`src/rtl/mpc_pkg.sv`:
```
package mpc_pkg;
  localparam int OPC_W   = 6;
  localparam int FN_W    = 6;
  localparam int ALUOP_W = 3;

  localparam logic [OPC_W-1:0] OPC_RR    = 6'h00;
  localparam logic [OPC_W-1:0] OPC_LOAD  = 6'h23;
  localparam logic [OPC_W-1:0] OPC_STORE = 6'h2B;
  localparam logic [OPC_W-1:0] OPC_BEQ   = 6'h04;
  localparam logic [OPC_W-1:0] OPC_ADDI  = 6'h08;

  localparam logic [FN_W-1:0] FN_ADD = 6'h20;
  localparam logic [FN_W-1:0] FN_SUB = 6'h22;
  localparam logic [FN_W-1:0] FN_AND = 6'h24;
  localparam logic [FN_W-1:0] FN_OR  = 6'h25;
  localparam logic [FN_W-1:0] FN_SLT = 6'h2A;

  typedef enum logic [ALUOP_W-1:0] {
    ALU_ADD = 3'd0,
    ALU_SUB = 3'd1,
    ALU_AND = 3'd2,
    ALU_OR  = 3'd3,
    ALU_SLT = 3'd4
  } aluOp_e;

  typedef struct packed {
    logic   extOp;
    logic   aluSrc;
    aluOp_e aluOp;
    logic   regDst;
  } exCtl_t;

  typedef struct packed {
    logic memRead;
    logic memWrite;
    logic branch;
  } memCtl_t;

  typedef struct packed {
    logic memToReg;
    logic regWrite;
  } wbCtl_t;

  typedef struct packed {
    exCtl_t  ex;
    memCtl_t mem;
    wbCtl_t  wb;
  } ctlBundle_t;

  typedef struct packed {
    memCtl_t mem;
    wbCtl_t  wb;
  } exMemCtl_t;
endpackage

```
`src/rtl/mpc_alu_sel.sv`:
```
module mpc_alu_sel
  import mpc_pkg::*;
(
  input  logic [FN_W-1:0] funct,
  input  logic            useFunct,
  input  aluOp_e          fixedOp,
  output aluOp_e          aluOp
);
  aluOp_e fnOp;

  always_comb begin
    unique case (funct)
      FN_ADD:  fnOp = ALU_ADD;
      FN_SUB:  fnOp = ALU_SUB;
      FN_AND:  fnOp = ALU_AND;
      FN_OR:   fnOp = ALU_OR;
      FN_SLT:  fnOp = ALU_SLT;
      default: fnOp = ALU_ADD;
    endcase
  end

  assign aluOp = useFunct ? fnOp : fixedOp;
endmodule

```
`src/rtl/mpc_decode.sv`:
```
module mpc_decode
  import mpc_pkg::*;
(
  input  logic [OPC_W-1:0] opcode,
  input  logic [FN_W-1:0]  funct,
  output ctlBundle_t       ctl
);
  ctlBundle_t baseCtl;
  logic       useFunct;
  aluOp_e     fixedOp;
  aluOp_e     selOp;

  always_comb begin
    baseCtl  = '0;
    useFunct = 1'b0;
    fixedOp  = ALU_ADD;
    unique case (opcode)
      OPC_RR: begin
        baseCtl.ex.regDst   = 1'b1;
        baseCtl.wb.regWrite = 1'b1;
        useFunct            = 1'b1;
      end
      OPC_LOAD: begin
        baseCtl.ex.extOp    = 1'b1;
        baseCtl.ex.aluSrc   = 1'b1;
        baseCtl.mem.memRead = 1'b1;
        baseCtl.wb.memToReg = 1'b1;
        baseCtl.wb.regWrite = 1'b1;
      end
      OPC_STORE: begin
        baseCtl.ex.extOp     = 1'b1;
        baseCtl.ex.aluSrc    = 1'b1;
        baseCtl.mem.memWrite = 1'b1;
      end
      OPC_BEQ: begin
        baseCtl.ex.extOp   = 1'b1;
        baseCtl.mem.branch = 1'b1;
        fixedOp            = ALU_SUB;
      end
      OPC_ADDI: begin
        baseCtl.ex.extOp    = 1'b1;
        baseCtl.ex.aluSrc   = 1'b1;
        baseCtl.wb.regWrite = 1'b1;
      end
      default: ;
    endcase
  end

  mpc_alu_sel u_aluSel (
    .funct    (funct),
    .useFunct (useFunct),
    .fixedOp  (fixedOp),
    .aluOp    (selOp)
  );

  always_comb begin
    ctl          = baseCtl;
    ctl.ex.aluOp = selOp;
  end
endmodule

```
`src/rtl/mpc_stage_regs.sv`:
```
module mpc_stage_regs
  import mpc_pkg::*;
(
  input  logic       clk,
  input  logic       rstN,
  input  ctlBundle_t idCtl,
  output exCtl_t     exCtl,
  output memCtl_t    memCtl,
  output wbCtl_t     wbCtl
);
  ctlBundle_t idEx;
  exMemCtl_t  exMem;
  wbCtl_t     memWb;

  always_ff @(posedge clk or negedge rstN) begin
    if (!rstN) begin
      idEx  <= '0;
      exMem <= '0;
      memWb <= '0;
    end else begin
      idEx      <= idCtl;
      exMem.mem <= idEx.mem;
      exMem.wb  <= idEx.wb;
      memWb     <= exMem.wb;
    end
  end

  assign exCtl  = idEx.ex;
  assign memCtl = exMem.mem;
  assign wbCtl  = memWb;
endmodule

```
`src/rtl/pipeline_ctrl_unit.sv`:
```
module pipeline_ctrl_unit
  import mpc_pkg::*;
(
  input  logic               clk,
  input  logic               rstN,
  input  logic [OPC_W-1:0]   idOpcode,
  input  logic [FN_W-1:0]    idFunct,
  input  logic               memAluZero,
  output logic               exExtOp,
  output logic               exAluSrc,
  output logic [ALUOP_W-1:0] exAluOp,
  output logic               exRegDst,
  output logic               memRead,
  output logic               memWrite,
  output logic               memBranch,
  output logic               memPcSelTarget,
  output logic               wbMemToReg,
  output logic               wbRegWrite
);
  ctlBundle_t idCtl;
  exCtl_t     exCtl;
  memCtl_t    memCtl;
  wbCtl_t     wbCtl;

  mpc_decode u_decode (
    .opcode (idOpcode),
    .funct  (idFunct),
    .ctl    (idCtl)
  );

  mpc_stage_regs u_stages (
    .clk    (clk),
    .rstN   (rstN),
    .idCtl  (idCtl),
    .exCtl  (exCtl),
    .memCtl (memCtl),
    .wbCtl  (wbCtl)
  );

  assign exExtOp        = exCtl.extOp;
  assign exAluSrc       = exCtl.aluSrc;
  assign exAluOp        = exCtl.aluOp;
  assign exRegDst       = exCtl.regDst;
  assign memRead        = memCtl.memRead;
  assign memWrite       = memCtl.memWrite;
  assign memBranch      = memCtl.branch;
  assign memPcSelTarget = memCtl.branch & memAluZero;
  assign wbMemToReg     = wbCtl.memToReg;
  assign wbRegWrite     = wbCtl.regWrite;
endmodule

```
`config.mk`:
```
export PLATFORM = sky130hd
export DESIGN_NAME = pipeline_ctrl_unit
export DESIGN_NICKNAME = d
export VERILOG_FILES = /design/src/rtl/mpc_pkg.sv /design/src/rtl/mpc_alu_sel.sv /design/src/rtl/mpc_decode.sv /design/src/rtl/mpc_stage_regs.sv /design/src/rtl/pipeline_ctrl_unit.sv
export SDC_FILE = /design/constraint.sdc
export NUM_CORES = 1
export LEC_CHECK = 0
export CAP_MARGIN = 20
export CORE_UTILIZATION = 40
export DETAILED_ROUTE_END_ITERATION = 8
export MAX_ROUTING_LAYER = met4
export PLACE_DENSITY = 0.73
export SYNTH_ARGS = -nofsm -noshare
export SYNTH_HDL_FRONTEND = slang
export SYNTH_HIERARCHICAL = 1
export SYNTH_SLANG_ARGS = --single-unit
```
`constraint.sdc`:
```
create_clock -name clk -period 1.2 [get_ports clk]
set_clock_uncertainty 0.2 [all_clocks]
set_input_delay 0.18 -clock clk [delete_from_list [all_inputs] [get_ports clk]]
set_output_delay 0.18 -clock clk [all_outputs]
set_load 0.005 [all_outputs]
```
==> results of run 1 <==
[worst paths after layout]
path / startpoint / end / slack [ns] / depth (start not counted)
setup reg to reg: u_stages/exMem[0] / u_stages/wbCtl[0] / 0.52 / 0
hold / removal: idOpcode[5] / u_stages/idEx[2] / -0.03 / 3
setup / recovery: u_stages/memCtl[0] / memPcSelTarget / -0.08 / 2
max in group asynchronous: rstN / u_stages/idEx[0] / 0.65 / 2
hold reg to reg: u_stages/idEx[4] / u_stages/memCtl[2] / 0.15 / 0
min in group asynchronous: rstN / u_stages/exMem[0] / 0.03 / 2
[synth_stat cells]
master / count / area share (%)
or3_4: 1 / 1.5
o22ai_2: 1 / 1.7
xnor2_1: 1 / 1.2
nor3_1: 1 / 0.68
inv_1: 4 / 2.1
nor2b_1: 1 / 0.86
or3_1: 1 / 0.86
o22ai_1: 3 / 2.6
nor4bb_1: 1 / 1.4
mux2_4: 1 / 2.1
conb_1: 1 / 0.51
or4_1: 1 / 1.0
nand2b_1: 2 / 1.7
nor4b_1: 1 / 1.2
nor2_1: 2 / 1.0
a21oi_1: 1 / 0.68
nand3_1: 2 / 1.4
buf_4: 11 / 11
o21ai_0: 1 / 0.68
nand3b_1: 1 / 1.0
or4b_1: 1 / 1.4
or2_2: 1 / 0.86
and2_1: 1 / 0.86
dfrtp_1: 18 / 62
[final cells by class]
type                       count  share of cell area [%]
tap                           25                    2.94
clock buffer                   3                    2.12
timing repair buffer          39                    29.4
inverter                       4                    1.41
sequential                    18                    42.4
multi-input combinational     27                    21.7
[kinds of logic after synthesis]
family / synth area share, %
flops: 61.5
buf+inv: 13.3
compound gates: 5.64
mux: 2.05
xor+xnor: 1.20
simple gates: 15.7
other cells: 0.512
[what timing repair did]
item | in CTS | in global routing
setup endpoints to repair | 22 | 5
resized for setup | 67 | 6
cloned | 0 | 0
hold endpoints to repair | 1 | 1
setup buffers | 1 | 0
pin swaps | 7 | 3
[per-stage QoR]
step	hold WS (ns)	power [mW]	TNS [ns]
finish	-0.0266	1.04	-0.0770
global route	-0.0308	1.10	-0.153
CTS	-0.0412	1.05	-0.0905
detailed placement	0.135	0.788	-5.21
global placement	0.133	0.783	-4.99
floorplan	-0.316	0.681	-0.147
[sequential cells by signal, summed over array words and instances, names as in the netlist]
signal	flops
u_stages/exCtl	6
u_stages/idEx	5
u_stages/memCtl	3
u_stages/exMem	2
u_stages/wbCtl	2
[metal layers]
layer / up-vias / wire length (um) / track usage (%)
met3: 0 / 54 / 2.40
met4: 0 / 0 / 9.09
met2: 18 / 691 / 26.5
met1: 231 / 412 / 13.0
met5: - / 0 / -
li1: 253 / - / -
[power groups by stage]
stage                     sequential (mW)  clock (mW)  combinational (mW)
final                               0.620       0.268               0.149
after global routing                0.621       0.312               0.164
after global placement              0.632           0               0.151
after CTS                           0.620       0.281               0.144
after detailed placement            0.633           0               0.155
after floorplan                     0.632           0              0.0486
==> out/metrics.yaml, run 1 <==
die:
  dieArea_um2: 2000
  rows: 15
  coreArea_um2: 1730
  start_util_pct: 42.4
  dieWidth_um: 44.8
  dieHeight_um: 44.8
  ioPinCount: 27
run_status:
  status: "finished with violations"
  violations: "negative hold slack, negative setup slack"
synth:
  yosysWarnings: 6
  netlist_instances: 59
  synth_area_um2: 732
  ys_types: 24
  synth_area_per_cell_um2: 12.4
  yosysSeqAreaShare_pct: 61.5
  synth_seq_cells: 18
power:
  ir_drop_uv: 595
  p_leak_nw: 0.524
  netSwitchingPower_uw: 211
  seqPwrFrac_pct: 59.8
  pwr-share-clk_pct: 25.9
  powerDensity_nw_per_um2: 976
  internal_power_uw: 826
  power.share.switching_pct: 20.4
  combPwrFrac_pct: 14.4
run:
  cap_violations: 0
critical_path:
  cp-end-kind: "primary output"
  cpPeakStageDelay_ns: 0.37
  crit_fanout: 2
  cp_cell_sequence: "and2_1, buf_2"
  cp.buffers_inverters: 1
  critical_path_arrival_ns: 0.90
  worstPathRequired_ns: 0.82
  path_delay_family: "flip-flops"
  start_kind: "flop"
  cp_slowest_cell: "dfrtp_1"
  criticalPathCategory: "flop to primary output"
clock_network:
  cts.clk_slew.worst_paths_ns: 0.09
  numCtsBuffers: 3
  cts_num_sinks: 18
  cts_tree: "built"
  ctsHtreeMaxLevel: 1
  clk_latency_ns: 0.28
  clock_tree.root_cell: "clkbuf_4"
  clockBufferDepth: 2
final_layout:
  final_area_um2: 1060
  seq_area_um2: 450
  area_growth_pct: 45.1
  final_core_util_pct: 61.5
  nFillCells: 153
  antenna_cells: 0
  most-common-layout-cells: "18 x dfrtp_1, 13 x buf_2, 10 x buf_4"
  instances_no_fill: 116
  multiInputGateArea_um2: 230
  final_common_cell: "dfrtp_1"
  fin_nets: 108
  drive_above_1_share_pct: 45.1
drt:
  routed_wl_um: 1160
  vias: 502
  wl_per_cell_um: 9.97
  first_pass_iters: 5
  ant_nets: 0
  drtIter0Drc: 9
  drt-vias-per-instance: 4.33
  drc: 0
grt:
  grt_pass1_wl_um: 1880
  grt_max_degree: 19
  overflow: 0
  track_usage_pct: 14.1
  grt_pass1_vias: 481
  grt_antenna_before_repair: 0
sta:
  slew_viol_final: 0
  finalWorstSetupSlack_ns: -0.0770
  setup_viol: 1
  hold_viol: 1
  period_share_pct: 106
  rsz0062_at_grt: "yes"
  clock.fmax_ghz: 0.783
  fin_crit_ns: 1.28
  hold-worst-slack_ns: -0.0266
place:
  pre_cts_ws_ns: -0.579
  placed_area_um2: 1070
  io_buffers: 26
  globalplace.congestion: 0.696
  placed_cells: 112
  dp_hpwl_um: 904
hold_path:
  min_path_type: "input pin to flop"
(Power assumes the default switching activity.)
==> inputs of run 2 (changes only) <==
- CORE_UTILIZATION: 40 -> 42
- PLACE_DENSITY: 0.73 -> 0.76
- SLEW_MARGIN: not set -> 5
==> run 2 against run 1 <==
  * The run ends with design-rule violations, negative setup slack left
  * Setup slack got worse by 0.0020 ns
  * Flip-flop and latch count unchanged
  * Cell area decreased by 4.1%
  * Critical path type unchanged
  * Highest routed layer is now met4
==> out/metrics.yaml, run 2 (synthesized netlist as in run 1, its figures left out) <==
run_status:
  status: "finished with violations"  # unchanged
  violations: "design-rule violations, negative setup slack"  # was negative hold slack, negative setup slack
final_layout:
  final_common_cell: "dfrtp_1"  # unchanged
  area_growth_pct: 39.1  # was 45.1%
  antenna_cells: 0  # unchanged
  fin_nets: 106  # was 108
  instances_no_fill: 106  # was 116
  most-common-layout-cells: "18 x dfrtp_1, 15 x buf_2, 10 x buf_4"  # was 18 x dfrtp_1, 13 x buf_2, 10 x buf_4
  drive_above_1_share_pct: 43.3  # was 45.1%
  largest_reg_flops: 6  # unchanged
critical_path:
  worstPathRequired_ns: 0.82  # about the same
  cp.buffers_inverters: 1  # unchanged
  cpPeakStageDelay_ns: 0.38  # was 0.37 ns
  startpoint: "u_stages/memCtl[0]"  # unchanged
  cp_slowest_cell: "dfrtp_1"  # unchanged
  critical_path_arrival_ns: 0.90  # about the same
  criticalPathCategory: "flop to primary output"  # unchanged
  cp_cell_sequence: "and2_1, buf_2"  # unchanged
  reg2reg_from: "u_stages/exMem[0]"  # unchanged
  start_kind: "flop"  # unchanged
  path_delay_family: "flip-flops"  # unchanged
  cp-end-kind: "primary output"  # unchanged
  rrSetupSlack_ns: 0.50  # was 0.52 ns
  crit_fanout: 2  # unchanged
sta:
  rsz0062_at_grt: "yes"  # unchanged
  slew_viol_final: 0  # unchanged
  fin_crit_ns: 1.28  # about the same
  setup_viol: 1  # unchanged
  finalWorstSetupSlack_ns: -0.0790  # was -0.0770 ns
  period_share_pct: 107  # was 106%
  hold_viol: 0  # was 1
  clock.fmax_ghz: 0.782  # was 0.783 GHz
power:
  combPwrFrac_pct: 12.7  # was 14.4%
  p_total_mw: 1.11  # was 1.04 mW
  powerDensity_nw_per_um2: 1090  # was 976 nW/um^2
  p_leak_nw: 0.511  # was 0.524 nW
  internal_power_uw: 888  # was 826 uW
  pwr-share-clk_pct: 31.7  # was 25.9%
  netSwitchingPower_uw: 227  # was 211 uW
  ir_drop_uv: 880  # was 595 uV
  seqPwrFrac_pct: 55.6  # was 59.8%
  power.share.switching_pct: 20.3  # was 20.4%
die:
  dieArea_um2: 1910  # was 2000 um^2
  coreArea_um2: 1560  # was 1730 um^2
  dieWidth_um: 43.7  # was 44.8 um
  ioPinCount: 27  # unchanged
  rows: 14  # was 15
  dieHeight_um: 43.7  # was 44.8 um
  start_util_pct: 47.0  # was 42.4%
run:
  cap_violations: 0  # unchanged
clock_network:
  ctsHtreeMaxLevel: 1  # unchanged
  cts.clk_slew.worst_paths_ns: 0.09  # about the same
  numCtsBuffers: 3  # unchanged
  ctsHoldBuffers: 0
  clk_latency_ns: 0.28  # about the same
  clockBufferDepth: 2  # unchanged
  cts_num_sinks: 18  # unchanged
  cts_tree: "built"  # unchanged
  clock_tree.root_cell: "clkbuf_4"  # unchanged
  postCtsSetupRepairBufs: 0  # was 1
grt:
  use_met2_pct: 29.3  # was 26.5%
  grt_pass1_wl_um: 2060  # was 1880 um
  grt_max_degree: 19  # unchanged
  global_route.peak_usage_layer: "met2"  # unchanged
  track_usage_pct: 15.7  # was 14.1%
  overflow: 0  # unchanged
  use_met1_pct: 13.6  # was 13.0%
  grt_pass1_vias: 516  # was 481
  grt_antenna_before_repair: 0  # unchanged
  grtUsageMet3_pct: 4.17  # was 2.40%
place:
  pre_cts_ws_ns: -0.571  # was -0.579 ns
  placed_cells: 102  # was 112
  io_buffers: 26  # unchanged
  dp_hpwl_um: 988  # was 904 um
  globalplace.congestion: 0.661  # was 0.696
drt:
  ant_nets: 0  # unchanged
  drtIter0Drc: 5  # was 9
  wl_per_cell_um: 11.1  # was 9.97 um
  drc: 1  # was 0
  vias: 514  # was 502
  first_pass_iters: 6  # was 5
  drt-vias-per-instance: 4.85  # was 4.33
  routed_wl_um: 1170  # was 1160 um
hold_path:
  hp-start: "idOpcode[3]"  # was idOpcode[5]
  min_path_type: "input pin to flop"  # unchanged
## run 2: routing by layer
metal  share of wire (%)  routed length (um)
met5                   0                   0
met1                  33                 384
met3                 6.7                  79
met2                  59                 688
met4                 1.6                  19
## run 2: final timing paths
path                       cells past startpoint           endpoint
setup / recovery                               2     memPcSelTarget
hold / removal                                 3   u_stages/idEx[2]
setup reg to reg                               0  u_stages/wbCtl[0]
hold reg to reg                                0  u_stages/exMem[0]
max in group asynchronous                      2   u_stages/idEx[2]
min in group asynchronous                      2  u_stages/wbCtl[1]
## run 2: cell type report
cell class | instances | area [um^2]
well taps | 16 | 20.0
flip-flops and latches | 18 | 450
clock buffers | 4 | 36.3
repair buffers | 37 | 275
fillers | 118 | 541
multi-input cells | 27 | 221
inverters | 4 | 15.0
## run 2: worst min-delay path, cell delays in order
cell      delay (ns)
clkbuf_2        0.12
buf_4           0.12
nor4b_4         0.04
## run 2: metrics by stage
stage	hold WS (ns)	area (um^2)	utilization (%)	TNS [ns]
2_1_floorplan	-0.316	758	-	-0.147
3_3_place_gp	0.131	1050	67.4	-4.88
3_5_place_dp	0.135	1050	67.4	-5.37
4_1_cts	0.0158	1020	65.2	-0.0914
5_1_grt	0.00731	1020	65.3	-0.143
6_report	0.00759	1020	65.3	-0.0790
## run 2: what timing repair did
item | CTS | global route
resized for setup | 64 | 3
gates cloned | 0 | 0
setup endpoints to repair | 23 | 4
pin swaps | 7 | 3
## run 2: power by group through the flow
stage,combinational (mW),clock (mW),sequential [mW]
6_report,0.142,0.353,0.620
5_1_grt,0.156,0.392,0.621
4_1_cts,0.143,0.363,0.621
3_5_place_dp,0.157,0,0.633
3_3_place_gp,0.152,0,0.632
2_1_floorplan,0.0486,0,0.632
